**config.mk**
```make
export PLATFORM = sky130hd
export DESIGN_NAME = dac_write_master
export DESIGN_NICKNAME = d
export VERILOG_FILES = /design/src/rtl/dac_write_master.sv
export SDC_FILE = /design/constraint.sdc
export NUM_CORES = 1
export LEC_CHECK = 0
export ABC_AREA = 1
export BUFFER_PORTS_ARGS = -buffer_cell sky130_fd_sc_hd__buf_4
export CORE_ASPECT_RATIO = 1.2
export CORE_MARGIN = 1.5
export CORE_UTILIZATION = 60
export DETAILED_ROUTE_END_ITERATION = 6
export PLACE_DENSITY = 0.85
export SYNTH_ARGS = -nofsm -noshare
export SYNTH_HDL_FRONTEND = slang
export SYNTH_SLANG_ARGS = --single-unit
```
**constraint.sdc**
```tcl
create_clock -name clk -period 2.2 [get_ports clk]
set_input_delay 0.22 -clock clk [delete_from_list [all_inputs] [get_ports clk]]
set_output_delay 0.22 -clock clk [all_outputs]
set_load 0.01 [all_outputs]
```
**src/rtl/dac_write_master.sv**
```systemverilog
module dac_write_master #(
  parameter int unsigned T_HALF = 1175,
  parameter int unsigned T_BUF  = 1175,
  parameter int unsigned T_GAP  = 2500000
) (
  input  logic       clk,
  input  logic       rst_n,
  input  logic       req,
  input  logic [1:0] dev_addr,
  input  logic       rst_flag,
  input  logic       pd_flag,
  input  logic [2:0] chan,
  input  logic [7:0] value,
  input  logic       sda_in,
  output logic       scl,
  output logic       sda_oe,
  output logic       busy,
  output logic       done,
  output logic       nack_err
);

  localparam int unsigned GAP_CYC = (T_GAP > T_BUF) ? T_GAP : T_BUF;
  localparam int unsigned CNT_MAX = (GAP_CYC > T_HALF) ? GAP_CYC : T_HALF;
  localparam int          CW      = $clog2(CNT_MAX + 1);

  typedef enum logic [2:0] {
    ST_IDLE, ST_START, ST_LOW, ST_HIGH, ST_PLOW, ST_PHIGH, ST_GAP
  } st_t;

  st_t          state;
  logic [CW-1:0] cnt;
  logic [23:0]  frame;
  logic [3:0]   bitn;
  logic [1:0]   byten;
  logic         nack_q;
  logic         sda_next;

  wire tick = (cnt == CW'((state == ST_GAP) ? GAP_CYC : T_HALF));

  assign scl  = !(state == ST_LOW || state == ST_PLOW);
  assign busy = (state != ST_IDLE);

  always_comb begin
    case (state)
      ST_START, ST_PLOW, ST_PHIGH: sda_next = 1'b1;
      ST_LOW, ST_HIGH:             sda_next = (bitn != 4'd8) && !frame[23];
      default:                     sda_next = 1'b0;
    endcase
  end

  always_ff @(posedge clk) begin
    if (!rst_n) begin
      state    <= ST_IDLE;
      cnt      <= '0;
      frame    <= '0;
      bitn     <= '0;
      byten    <= '0;
      nack_q   <= 1'b0;
      sda_oe   <= 1'b0;
      done     <= 1'b0;
      nack_err <= 1'b0;
    end else begin
      sda_oe   <= sda_next;
      done     <= (state == ST_GAP) && (cnt == '0) && !nack_q;
      nack_err <= (state == ST_GAP) && (cnt == '0) && nack_q;
      cnt      <= (state == ST_IDLE || tick) ? '0 : cnt + 1'b1;
      case (state)
        ST_IDLE:
          if (req) begin
            state  <= ST_START;
            frame  <= {5'b01010, dev_addr, 1'b0, 3'b000, rst_flag, pd_flag, chan, value};
            bitn   <= '0;
            byten  <= '0;
            nack_q <= 1'b0;
          end
        ST_START: if (tick) state <= ST_LOW;
        ST_LOW:   if (tick) state <= ST_HIGH;
        ST_HIGH:
          if (tick) begin
            if (bitn == 4'd8) begin
              bitn <= '0;
              if (sda_in) begin
                nack_q <= 1'b1;
                state  <= ST_PLOW;
              end else if (byten == 2'd2) begin
                state <= ST_PLOW;
              end else begin
                byten <= byten + 2'd1;
                state <= ST_LOW;
              end
            end else begin
              bitn  <= bitn + 4'd1;
              frame <= {frame[22:0], 1'b0};
              state <= ST_LOW;
            end
          end
        ST_PLOW:  if (tick) state <= ST_PHIGH;
        ST_PHIGH: if (tick) state <= ST_GAP;
        ST_GAP:   if (tick) state <= ST_IDLE;
        default:  state <= ST_IDLE;
      endcase
    end
  end

  assert_idle_lines_R1: assert property (@(posedge clk) disable iff (!rst_n)
    !busy |-> (scl && !sda_oe));

  assert_start_edge_R2: assert property (@(posedge clk) disable iff (!rst_n)
    ($rose(sda_oe) && scl && $past(scl)) |-> ($past(state) == ST_START));

  assert_stop_edge_R2: assert property (@(posedge clk) disable iff (!rst_n)
    ($fell(sda_oe) && scl && $past(scl)) |-> ($past(state, 2) == ST_PHIGH));

  assert_ack_release_R4: assert property (@(posedge clk) disable iff (!rst_n)
    (state == ST_HIGH && bitn == 4'd8) |-> !sda_oe);

  assert_nack_pulse_R7: assert property (@(posedge clk) disable iff (!rst_n)
    nack_err |-> (!done && scl && !sda_oe) ##1 !nack_err);

  assert_done_pulse_R8: assert property (@(posedge clk) disable iff (!rst_n)
    done |-> (scl && !sda_oe) ##1 !done);

  assert_accept_R9: assert property (@(posedge clk) disable iff (!rst_n)
    $rose(busy) |-> ($past(req) && !$past(busy)));

endmodule

```
Word level (Yosys, flattened, before mapping)
Cells that the tools add are included.

Multiplexer cells: 32. Equal/unequal tests: 22. Bitwise logic cells: 1. $lt $le $gt $ge: 0. Shift-type cells: 0. Divide/modulo/power cells: 0. Reduce and logical (&&, ||, !) cells: 21. $mul: 0. Add/sub/neg operators: 3.

Operators by type and width (number): two-way mux 24 bit (3); case mux 24 bit (2 select lines) (1); two-way mux 3 bit (10); inequality test 2 bit, second input constant (12); adder 22 x 1 -> 22 bit, second input constant (1); equality test 22 bit (1); zero test 22 bit (1); two-way mux 22 bit (1); case mux 3 bit (7 select lines) (1); two-way mux 4 bit (3); two-way mux 2 bit (5); equality test 3 bit, second input constant (3); case mux 4 bit (2 select lines) (1); AND reduction 7 bit (1); equality test 3 x 2 -> 1 bit, second input constant (2); AND reduction 6 bit (1); AND reduction 5 bit (1); adder 4 x 1 -> 4 bit, second input constant (1); equality test 4 bit, second input constant (1); logical AND 1 bit (4); two-way mux 1 bit (4); inequality test 4 bit, second input constant (1); case mux 1 bit (2 select lines) (2); case mux 2 bit (2 select lines) (1); other kinds (13) (17).

Latch bits: 0. RAM bits: 0. Input port bits: 19. Bits in read-only memories: 0. Memories: 0. Register bits: 59.

Longest topological paths before layout
Word-level depth: 6. Gate-level depth with buffers: 12.

Least setup slack after synthesis
Ideal clock, no wire load.

Path kind: reg-to-reg. Start point: register state[2]. End point: register frame[10]. Arrival time: 1.420 ns. Buffers on the path: 3. Stages on the path, launching flop included: 13. Library setup time: 0.112 ns. Period minus slack after synthesis: 1.532 ns. Path slack: 0.668 ns. Required time: 2.088 ns. Path through: dfxtp_1 > buf_4 > nand3_2 > inv_2 > nand2_1 > nand2_2 > nand4_4 > nand2_4 > nand3_2 > buf_6 > buf_6 > nor2_2 > nor2_1.

Longest elaborated chain between the ends: 5. Elaborated cells on any way between the ends: 11. Classes of those cells: 6 x eq/ne; 2 x mux; 3 x reduce/logical.

RTL lines: from (decl) (line 30) `st_t state;`; from (signal assigned) (line 53) `state <= ST_IDLE;`; from (signal assigned) (line 70) `state <= ST_START;`; from (signal assigned) (line 76) `ST_START: if (tick) state <= ST_LOW;`; equality test 3 bit (line 38) `wire tick = (cnt == CW'((state == ST_GAP) ? GAP_CYC : T_HALF));`; two-way mux 22 bit (line 38); equality test 22 bit (line 38); inequality test 2 bit (no source line); AND reduction 4 bit (no source line); to (signal assigned) (line 71) `frame <= {5'b01010, dev_addr, 1'b0, 3'b000, rst_flag, pd_flag, chan, value};`; to (signal assigned) (line 93) `frame <= {frame[22:0], 1'b0};`; to (decl) (line 32) `logic [23:0] frame;`.

Several ways; a longest one is shown, not always the timed one. A chain may end at the register's enable or synchronous reset.

Worst setup path after layout
Start point: register state[2]. End point: register frame[18].

The elaborated chain is that of the path after synthesis.

==> summary.txt <==
initial antenna violation count = 0
Worst Hold End = frame[0]
setup TNS = 0 ps
hold path depth = 3
share of layout cells above drive strength 1 = 17.35%
synth top area cells = dfxtp_1 38%, nand2_1 14%, nor2_1 7.5%, inv_1 6.6%, a21oi_1 4.0%
HP Class = in2reg
htree depth = 3
mux cell area share after synthesis = 0%
Worst Setup Start Kind = flip-flop
Synth top cells by count = 116 x nand2_1, 62 x nor2_1, 59 x dfxtp_1
count leader, synth = nand2_1
Netlist cell types = 32
hold_buf cts = 0
FF-to-FF End = frame[18]
cells along the critical path = nand3_2, nand3_1, nand2_1, nand4_4, nand2_4, nand3_2, buf_4, nand2_1, nand2_1, nor2_1
Post-Synthesis Cells = 460
endpoints failing setup = 0
slew margin rel. = 70.83%
clk_skew = 5.390 ps
YS warnings = 0
Reg clk slew, reported paths = 70 ps
Synth Register Bits = 59
largest net degree at the start of global routing = 39
final net count = 509
Crit Path Max Fanout = 38
Area growth syn-to-layout = 14.98%
area of the mapped netlist = 3090 um^2
first-pass GRT wire length = 11,100 um
Worst Path Arrival = 2220 ps
Hold Crit Start = value[0]
Post-synth EDFFs = 0
simple-gate share of the synthesized area = 37.85%
Post-CTS Setup Bufs = 0
status = completed
Slew Limit Fails = 0
Site Rows = 28
worst vdd ir = 774.5 uV
TritonRoute pass-1 iters = 4
Syn Area/Cell = 6.718 um^2
worst r2r path cells = 10
cts bufs inserted = 9
post-synth top area cell = dfxtp_1
fill count = 399
final non-filler cell total = 550
measured slew at the worst slew-check pin = 434.3 ps
sequential area share after synthesis = 38.22%
most frequent CP cell = nand2_1
Slowest-stage cell, CP = dfxtp_1
io pins = 24
leak pwr = 1.580 nW
Starting DRT DRC Count = 173
diode count = 0
Vias/cell = 5.278
Power Density = 1118 nW/um^2
Die ar. = 5592 um^2
Starting Density = 62.56%
via count = 2,903
Root Driver = clkbuf_8
DRC viols = 0
adder-cell share of the synthesized area = 2.024%
reg2reg setup slack = 220 ps
Min Hold Slack = 159.3 ps
Min Clock Period, post-route = 1980 ps
GR Overflow Total = 0
post-cts sizing count = 0
Core Footprint = 4940 um^2
wire length per cell = 12.26 um
PnR Total Power = 3.973 mW
Async SR Flop Fraction = 0%
Die H = 81.62 um
DIE WIDTH = 68.52 um
clock buffer depth = 2
Clk Latency, worst-skew pair = 340 ps
Crit path buffers/inverters = 1
vias in the first global route = 2,668
worst flop-to-flop path startpoint = state[2]
# clock sinks = 59
kind of critical path = reg2reg
Synth Flop Type = dfxtp_1
fmax = 505.1 MHz
Port Buf Inserts = 23
antenna-violating nets left = 0
CP max stage delay = 550 ps
Synth top area share = 38.22%
MaxCap Viol Count = 0
final hold violation count = 0
Synth Area in Compound Gates = 8.866%
DP HPWL = 4746 um
GRT Util Overall = 26.54%
post-synthesis share of cell area spent on xor and xnor gates = 2.267%
unrepaired setup endpoints after global routing = no
DRT Wirelength = 6741 um
placer congestion estimate = 0.8686
largest family of logic cells by synthesized area = simple AND/OR/NAND/NOR gates
WP data required = 2440 ps
CP endpoint kind = flip-flop
Syn Nets = 484
placed insts = 534
final period utilization = 90.00%
Final Util = 71.94%
Worst path top cell family by delay = simple AND/OR/NAND/NOR gates
CTS tree = built
## per-stage QoR
| step | setup slack [ps] | area (um^2) |
|---|---|---|
| 2_1_floorplan | 668.0 | 3090 |
| 3_3_place_gp | 373.7 | 3293 |
| 6_report | 220.0 | 3553 |
| 5_1_grt | 94.09 | 3553 |
| 3_5_place_dp | 298.0 | 3293 |
| 4_1_cts | 240.2 | 3553 |
## power breakdown
part           switching (mW)  internal [mW]  total [mW]
sequential             0.0952           1.27        1.37
combinational           0.898          0.441        1.34
clock                   0.425          0.843        1.27
## placed cells by master (no fill, tap or decap), types with 2 or more instances in the layout
cell,synthesis,final
o21ai_0,25,25
a21oi_1,25,25
nand2_1,116,116
inv_1,54,54
nand3_1,18,18
clkbuf_8,0,12
nand2_2,4,4
inv_2,8,8
or2_2,2,2
nor2_4,3,3
nor2_1,62,62
bufinv_16,0,3
nor2_2,16,16
nand3_2,3,3
nand4_1,17,17
xor2_1,5,5
buf_4,1,29
ha_1,5,5
xnor2_1,3,3
nor3_1,10,10
dfxtp_1,59,59
## sequential cells by signal, summed over array words and instances (netlist names)
name      flops
bitn          4
byten         2
cnt          22
done          1
frame        24
nack_err      1
nack_q        1
sda_oe        1
state         3
## layout make-up
class,instances,area (um^2),area share [%]
clock inverters,4,95.09,2.676
well taps,60,75.07,2.113
clock buffers,12,165.2,4.648
flip-flops and latches,59,1181,33.24
repair buffers,29,217.7,6.127
inverters,64,242.7,6.831
multi-input cells,322,1577,44.37
## logic make-up (layout without fill, tap and decap cells)
| kind of cell | Yosys count | count (layout) |
|---|---|---|
| simple gates | 256 | 256 |
| buf+inv | 79 | 109 |
| flops | 59 | 59 |
| compound gates | 53 | 53 |
| xor+xnor | 8 | 8 |
| fa+ha+maj | 5 | 5 |
## layer usage
layer,share of wire [%],up-vias,global-route usage (%)
met4,2.4,0,15.60
met2,49,79,43.85
met1,44,1310,31.35
met5,0,-,0
li1,-,1493,-
met3,4.7,21,5.205
## worst max path at each step
stage / from / endpoint / slack [ps] / cells past startpoint
after CTS: state[2] / frame[18] / 240 / 10
after detailed placement: state[2] / frame[18] / 300 / 10
after global placement: state[2] / frame[17] / 370 / 10
final: state[2] / frame[18] / 220 / 10
after global routing: state[2] / frame[12] / 90 / 10
after floorplan: state[2] / frame[10] / 670 / 12
## worst register-to-register path, delay by kind of cell, from the launching register on
family        cells  cell delay (ps)
simple gates      9              940
flops             1              550
buf+inv           1              380
Power figures use the tool's default switching activity.
